`src/rtl/pwm5_pkg.sv`:
```
package pwm5_pkg;
   localparam int SW_PER_LEG = 8;
   localparam int PAIRS      = 4;
   localparam int LVL_W      = 3;
   localparam int MIN_HALF   = 2;
   typedef logic signed [LVL_W-1:0] lvl_t;
endpackage

```
`src/rtl/pwm5_carrier.sv`:
```
module pwm5_carrier
   import pwm5_pkg::*;
#(
   parameter int CW         = 14,
   parameter int RST_PERIOD = 8333
) (
   input  logic          clk,
   input  logic          rst_n,
   input  logic [CW-1:0] period_in,
   output logic [CW-1:0] count,
   output logic [CW-1:0] period_q,
   output logic          strobe
);
   localparam logic [CW-1:0] HALF_MIN = CW'(MIN_HALF);
   localparam logic [CW-1:0] HALF_RST = CW'(RST_PERIOD);

   logic          rising;
   logic [CW-1:0] half_next;

   assign half_next = (period_in < HALF_MIN) ? HALF_MIN : period_in;
   assign strobe    = rising ? (count == period_q) : (count == '0);

   always_ff @(posedge clk or negedge rst_n) begin
      if (!rst_n) begin
         count    <= '0;
         rising   <= 1'b1;
         period_q <= HALF_RST;
      end else if (rising) begin
         if (count == period_q) begin
            rising <= 1'b0;
            count  <= count - 1'b1;
         end else begin
            count  <= count + 1'b1;
         end
      end else if (count == '0) begin
         rising   <= 1'b1;
         count    <= CW'(1);
         period_q <= half_next;
      end else begin
         count <= count - 1'b1;
      end
   end
endmodule

```
`src/rtl/pwm5_deadtime.sv`:
```
module pwm5_deadtime #(
   parameter int DT_W         = 6,
   parameter bit INIT         = 1'b0,
   parameter bit DEAD_TIME_EN = 1'b1
) (
   input  logic            clk,
   input  logic            rst_n,
   input  logic            cmd,
   input  logic [DT_W-1:0] dt,
   output logic            hi,
   output logic            lo
);
   logic state;

   generate
      if (DEAD_TIME_EN) begin : g_gap
         logic [DT_W-1:0] hold;
         always_ff @(posedge clk or negedge rst_n) begin
            if (!rst_n) begin
               state <= INIT;
               hold  <= '0;
            end else if (cmd != state) begin
               state <= cmd;
               hold  <= dt;
            end else if (hold != '0) begin
               hold <= hold - 1'b1;
            end
         end
         assign hi = (hold == '0) &&  state;
         assign lo = (hold == '0) && !state;
      end else begin : g_direct
         always_ff @(posedge clk or negedge rst_n) begin
            if (!rst_n) state <= INIT;
            else        state <= cmd;
         end
         assign hi =  state;
         assign lo = !state;
      end
   endgenerate
endmodule

```
`src/rtl/pwm5_leg.sv`:
```
module pwm5_leg
   import pwm5_pkg::*;
#(
   parameter int REF_W        = 16,
   parameter int CW           = 14,
   parameter int DT_W         = 6,
   parameter bit DEAD_TIME_EN = 1'b1
) (
   input  logic                    clk,
   input  logic                    rst_n,
   input  logic signed [REF_W-1:0] ref_in,
   input  logic                    load,
   input  logic [CW-1:0]           count,
   input  logic [CW-1:0]           period_q,
   input  logic [DT_W-1:0]         dead_time,
   output logic [SW_PER_LEG-1:0]   gate,
   output lvl_t                    level
);
   localparam int XW = REF_W + 1;

   logic signed [REF_W-1:0] ref_q;
   logic signed [XW-1:0]    ref_x;
   logic signed [XW-1:0]    cnt_x;
   logic signed [XW-1:0]    per_x;
   logic [PAIRS-1:0]        above;
   logic [LVL_W-1:0]        n_above;

   always_ff @(posedge clk or negedge rst_n) begin
      if (!rst_n)    ref_q <= '0;
      else if (load) ref_q <= ref_in;
   end

   assign ref_x = XW'(ref_q);
   assign cnt_x = signed'(XW'(count));
   assign per_x = signed'(XW'(period_q));

   generate
      for (genvar k = 0; k < PAIRS; k++) begin : g_pair
         logic signed [XW-1:0] car;
         if (k == 0) begin : g_top
            assign car = cnt_x + per_x;
         end else if (k == 1) begin : g_upper_mid
            assign car = cnt_x;
         end else if (k == 2) begin : g_lower_mid
            assign car = cnt_x - per_x;
         end else begin : g_bottom
            assign car = cnt_x - per_x - per_x;
         end
         assign above[k] = (ref_x > car);

         pwm5_deadtime #(
            .DT_W        (DT_W),
            .INIT        (k >= 2),
            .DEAD_TIME_EN(DEAD_TIME_EN)
         ) u_dt (
            .clk  (clk),
            .rst_n(rst_n),
            .cmd  (above[k]),
            .dt   (dead_time),
            .hi   (gate[k]),
            .lo   (gate[k+PAIRS])
         );
      end
   endgenerate

   assign n_above = LVL_W'($countones(above));
   assign level   = lvl_t'(n_above - LVL_W'(2));
endmodule

```
`src/rtl/pwm5_mod.sv`:
```
module pwm5_mod
   import pwm5_pkg::*;
#(
   parameter int NLEG         = 3,
   parameter int REF_W        = 16,
   parameter int CW           = 14,
   parameter int DT_W         = 6,
   parameter int RST_PERIOD   = 8333,
   parameter bit DEAD_TIME_EN = 1'b1
) (
   input  logic                        clk,
   input  logic                        rst_n,
   input  logic [NLEG*REF_W-1:0]       ref_in,
   input  logic [CW-1:0]               period,
   input  logic [DT_W-1:0]             dead_time,
   output logic [NLEG*SW_PER_LEG-1:0]  gate,
   output logic [NLEG*LVL_W-1:0]       level,
   output logic                        strobe
);
   logic [CW-1:0] count;
   logic [CW-1:0] period_q;

   generate
      if (NLEG < 1) begin : g_bad_nleg
         $error("pwm5_mod: NLEG must be at least 1");
      end
      if (CW < 2) begin : g_bad_cw
         $error("pwm5_mod: CW must be at least 2");
      end
      if (REF_W < CW + 2) begin : g_bad_refw
         $error("pwm5_mod: REF_W must hold twice the largest half period plus sign");
      end
      if (DT_W < 1) begin : g_bad_dtw
         $error("pwm5_mod: DT_W must be at least 1");
      end
      if (RST_PERIOD < MIN_HALF || RST_PERIOD >= (1 << CW)) begin : g_bad_rstp
         $error("pwm5_mod: RST_PERIOD out of range for CW");
      end
   endgenerate

   pwm5_carrier #(
      .CW        (CW),
      .RST_PERIOD(RST_PERIOD)
   ) u_carrier (
      .clk      (clk),
      .rst_n    (rst_n),
      .period_in(period),
      .count    (count),
      .period_q (period_q),
      .strobe   (strobe)
   );

   generate
      for (genvar l = 0; l < NLEG; l++) begin : g_leg
         lvl_t leg_level;
         pwm5_leg #(
            .REF_W       (REF_W),
            .CW          (CW),
            .DT_W        (DT_W),
            .DEAD_TIME_EN(DEAD_TIME_EN)
         ) u_leg (
            .clk      (clk),
            .rst_n    (rst_n),
            .ref_in   (ref_in[l*REF_W +: REF_W]),
            .load     (strobe),
            .count    (count),
            .period_q (period_q),
            .dead_time(dead_time),
            .gate     (gate[l*SW_PER_LEG +: SW_PER_LEG]),
            .level    (leg_level)
         );
         assign level[l*LVL_W +: LVL_W] = leg_level;
      end
   endgenerate
endmodule

```
`config.mk`:
```
export PLATFORM = sky130hd
export DESIGN_NAME = pwm5_mod
export DESIGN_NICKNAME = d
export VERILOG_FILES = /design/src/rtl/pwm5_pkg.sv /design/src/rtl/pwm5_carrier.sv /design/src/rtl/pwm5_deadtime.sv /design/src/rtl/pwm5_leg.sv /design/src/rtl/pwm5_mod.sv
export SDC_FILE = /design/constraint.sdc
export NUM_CORES = 1
export LEC_CHECK = 0
export BUFFER_PORTS_ARGS = -buffer_cell sky130_fd_sc_hd__buf_4
export CAP_MARGIN = 20
export CORE_MARGIN = 3
export CORE_UTILIZATION = 35
export CTS_BUF_LIST = sky130_fd_sc_hd__clkbuf_2
export DETAILED_ROUTE_END_ITERATION = 10
export MAX_ROUTING_LAYER = met4
export SYNTH_ARGS = -nofsm -noshare
export SYNTH_HDL_FRONTEND = slang
export SYNTH_SLANG_ARGS = --single-unit
export TNS_END_PERCENT = 10
```
`constraint.sdc`:
```
create_clock -name clk -period 7.3 [get_ports clk]
set_input_delay 0.365 -clock clk [delete_from_list [all_inputs] [get_ports clk]]
set_output_delay 0.365 -clock clk [all_outputs]
set_load 0.02 [all_outputs]
```
==> impl_summary.md <==
Run status
The flow ran to the end, and the final reports show no timing, DRC or antenna violations.

Finish
The fraction of layout cells with a size suffix above 1 is 0.213. The top cell types in the final layout, fill and taps aside, are sky130_fd_sc_hd__ha_1, sky130_fd_sc_hd__dfrtp_1, sky130_fd_sc_hd__buf_4. The multi-input logic area is 10500 sq um. Relative to the synthesized area, the layout overhead comes to 24.0%.

Leaving out fill and tap cells, the most frequent cell in the layout is sky130_fd_sc_hd__ha_1. The number of nets in the layout is 2154. The number of inserted filler cells in the final layout is between 4k and 5k. The storage element area is ~4000 sq um.

GRT
In the global route stage, met3 resource usage came out at 0.0308. The maximum number of pins on one net before global-route repair is 94. The total congestion overflow after global routing is 0. The number of global-route vias before repair is approximately 13k. The met1 capacity usage during global routing is 0.264. The global-route total usage across every layer is 0.207. The global routing met2 resource utilization is 0.341. The wire length of the first global-routing pass is approximately 70000 um. The busiest metal layer after global routing is met2. The number of antenna violations at the first check in global routing is 2.

Min path
The path class of the tightest hold or removal check is in2reg.

Power
Total power for the finished layout comes to about 5.7 mW. Across the VDD grid, the largest voltage drop is approximately 0.0002 V. In this run the power density over the cells is about 310 nW/um^2. The cell leakage power is about 8.0 nW.

STA
Setup repair after global routing could not meet its margin everywhere. The number of setup violations in the final report is 0. The number of endpoints with negative hold slack in the final report is 0. The final setup skew is 66.9 ps. Dividing the final minimum period by the clock period gives 0.974.

Hold timing on the final database bottoms out at a slack of 223 ps. Headroom to the max-slew limit came out at 0.252. The final max-slew violation count was 0. At the pin with the least slew margin, the transition time is 1090 ps. For the final routed database, the setup TNS stands at 0 ps. The minimum period implied by the final worst setup slack is between 7000 and 8000 ps. The worst setup slack after layout is roughly 190 ps. The maximum achievable frequency is roughly 140 MHz.

Yosys
The number of enable flip-flop cells after synthesis is 0. After synthesis, the largest family of logic cells by area is adder cells. The adder-cell share of the synthesized area is 0.208.

Among all flip-flop cells after synthesis, the most frequent one is sky130_fd_sc_hd__dfrtp_1. After synthesis the cells add up to 14800 sq um. The share of flip-flops with an asynchronous set or reset is 1.00. The mux share of post-synthesis cell area is 0.0894. Synthesis produced a netlist with a net count of between 1.5k and 2k. Yosys printed 0 warnings. The synthesized netlist contains about 90 unique library cells. The synthesized-area fraction occupied by ao, oa, aoi and oai cells came to 0.150. The cell count after synthesis came out at about 1.6k. The share of the Yosys chip area taken by registers is 0.273. The number of synthesized register bits is between 150 and 200.

The xor and xnor fraction of the mapped netlist area is 0.0607. Of the total synthesized cell area, the portion taken by AND, OR, NAND and NOR gates is 0.168. The average instance area after synthesis is about 9.3 sq um.

Setup path
The cell at the slowest stage of the critical path is sky130_fd_sc_hd__dfstp_2. STA classifies the critical path startpoint as a flop. The number of buffers and inverters on the critical path is 4. Data on the critical path is required at its endpoint by around 6900 ps. In this run the worst path has a maximum fanout of 4.

The largest stage delay on the critical path is 620 ps. The critical path endpoint category is a primary output. The critical path start-end classification is reg2out. The data arrival time of the critical path is 6740 ps.

In this design, the largest share of critical-path delay is due to compound AO/OA/AOI/OAI gates.

Placed design
Summed over all nets, the half-perimeter wirelength after detailed placement is about 34000 um. Routability-driven placement finished with a final weighted congestion of approximately 0.92. Prior to clock tree synthesis, the placed netlist has a worst setup slack of around 300 ps. The number of buffers inserted by port buffering is 103.

Flow run
The number of violations of the max-capacitance limit is 0.

Floorplan
The number of rows in the core area is between 70 and 80. The core region is between 40000 and 50000 sq um. The top-level port count is around 100. The die span in x is ~210 um. For this configuration, the core starts out at a cell density of 0.359. The overall die area is 44800 sq um. In this run the vertical extent of the chip is between 200 and 250 um.

CTS
The worst-skew pair later-pin latency is approximately 1000 ps. The library cell used as clock root buffer is sky130_fd_sc_hd__clkbuf_2. The tree built by TritonCTS fans out to between 150 and 200 sinks. After clock tree synthesis, the clock-pin slew on the worst setup and hold paths is ~320 ps. The longest clock path from root to sink contains 2 buffers.

The number of buffers created by CTS is 17. The number of H-tree branching levels is 4. The clock tree from TritonCTS is built.

Drt
The ratio of routed vias to standard cells is approximately 5.4. The DRC violation count after routing is 0. The overall routed net length is approximately 44000 um. The overall via count from detail_route is 12.9k. In this run the remaining antenna-violating nets after routing total 0. The detailed router finished its first iteration with around 730 violations.

In the final routed layout, each cell accounts on average for 18.4 um. For this run, the detailed router's first-pass iteration total came to 7.
-- per-stage QoR --
step           std cells  cell area, sq um   util
2_1_floorplan       1597             14800      -
3_3_place_gp        2185             16000  0.388
3_5_place_dp        2185             16000  0.388
4_1_cts             2381             18100  0.439
5_1_grt             2391             18400  0.445
6_report            2391             18400  0.445
-- Yosys cell counts, types with 7 or more instances --
cell	instances	area, sq um
sky130_fd_sc_hd__o211ai_1	7	52.6
sky130_fd_sc_hd__or3_1	19	119
sky130_fd_sc_hd__a21oi_1	90	450
sky130_fd_sc_hd__o21bai_1	8	60.1
sky130_fd_sc_hd__mux2i_1	22	220
sky130_fd_sc_hd__mux2_2	85	957
sky130_fd_sc_hd__nand2b_1	36	225
sky130_fd_sc_hd__buf_4	25	188
sky130_fd_sc_hd__nor4_1	29	181
sky130_fd_sc_hd__nand2_1	91	342
sky130_fd_sc_hd__dfrtp_1	149	3730
sky130_fd_sc_hd__buf_2	10	50.1
sky130_fd_sc_hd__nor2_1	88	330
sky130_fd_sc_hd__nand4_1	40	250
sky130_fd_sc_hd__xor2_1	29	254
sky130_fd_sc_hd__o21ai_0	83	415
sky130_fd_sc_hd__xnor2_1	57	499
sky130_fd_sc_hd__a31oi_1	19	119
sky130_fd_sc_hd__nor2b_1	44	275
sky130_fd_sc_hd__clkbuf_1	14	52.6
sky130_fd_sc_hd__nor3_1	57	285
sky130_fd_sc_hd__nor3b_1	10	75.1
sky130_fd_sc_hd__a211oi_1	9	67.6
sky130_fd_sc_hd__o21a_1	44	330
sky130_fd_sc_hd__a21o_1	15	113
sky130_fd_sc_hd__and2_1	15	93.8
sky130_fd_sc_hd__ha_1	238	2980
sky130_fd_sc_hd__dfstp_2	12	315
sky130_fd_sc_hd__nand3_1	23	115
sky130_fd_sc_hd__inv_1	111	417
-- worst min-delay path, cell delays in order --
cell,delay (ps)
sky130_fd_sc_hd__dlygate4sd3_1,530
sky130_fd_sc_hd__buf_4,210
sky130_fd_sc_hd__nand2_1,70
sky130_fd_sc_hd__o21ai_0,70
-- report_power, final --
| group | leakage [nW] | switching [mW] | internal (mW) |
|---|---|---|---|
| Combinational | 5.97 | 2.05 | 1.77 |
| Sequential | 1.89 | 0.256 | 1.12 |
| Clock | 0.140 | 0.398 | 0.110 |
| Total | 8.00 | 2.70 | 3.01 |
-- flip-flops by register name, indices dropped and copies added (netlist names) --
name	flops
g_leg.u_leg.g_pair.u_dt.state	12
u_carrier.rising	1
g_leg.u_leg.ref_q	48
g_leg.u_leg.g_pair.u_dt.g_gap.hold	72
u_carrier.period_q	14
u_carrier.count	14
-- area by class of cell --
type | instances | share of cell area
repair buffers | 283 | 0.135
clock inverters | 15 | 0.00770
clock buffers | 17 | 0.00463
well taps | 532 | 0.0362
multi-input cells | 1269 | 0.573
inverters | 111 | 0.0227
flip-flops and latches | 161 | 0.220
diodes | 3 | 0.000409
-- final timing paths --
path                                            start                                          end  slack (ps)  cells past startpoint
worst max-delay path            u_carrier.period_q[0]                                     level[8]         190                     29
worst min-delay path                     dead_time[2]  g_leg[1].u_leg.g_pair[1].u_dt.g_gap.hold[2]         220                      4
worst max register to register  u_carrier.period_q[0]  g_leg[2].u_leg.g_pair[3].u_dt.g_gap.hold[5]        1450                     26
worst min register to register  u_carrier.period_q[2]                        u_carrier.period_q[2]         580                      2
max in group asynchronous                       rst_n                      g_leg[0].u_leg.ref_q[8]        5960                      4
min in group asynchronous                       rst_n          g_leg[2].u_leg.g_pair[2].u_dt.state         420                      3
-- repair_timing --
action	4_1_cts	5_1_grt
hold buffers	135	0
endpoints found under the hold margin	233	0
setup endpoints to repair	9	9
resized for setup	71	29
setup buffers	29	7
pin swaps	49	29
-- per-layer routing --
metal | up-vias | share of wire
met5 | - | 0
met4 | 0 | 0.026
met3 | 67 | 0.045
met2 | 334 | 0.47
met1 | 6178 | 0.45
li1 | 6283 | -
-- kinds of logic (layout without fill, tap and decap cells) --
logic type | count (synthesis) | after routing
DFF | 161 | 161
adders and majority gates | 246 | 246
xor gates and xnor gates | 93 | 93
muxes | 118 | 118
buffers and inverters | 167 | 426
and+or+nand+nor | 475 | 475
other | 0 | 3
AOI/OAI and AO/OA | 337 | 337
Power figures use the tool's default switching activity.
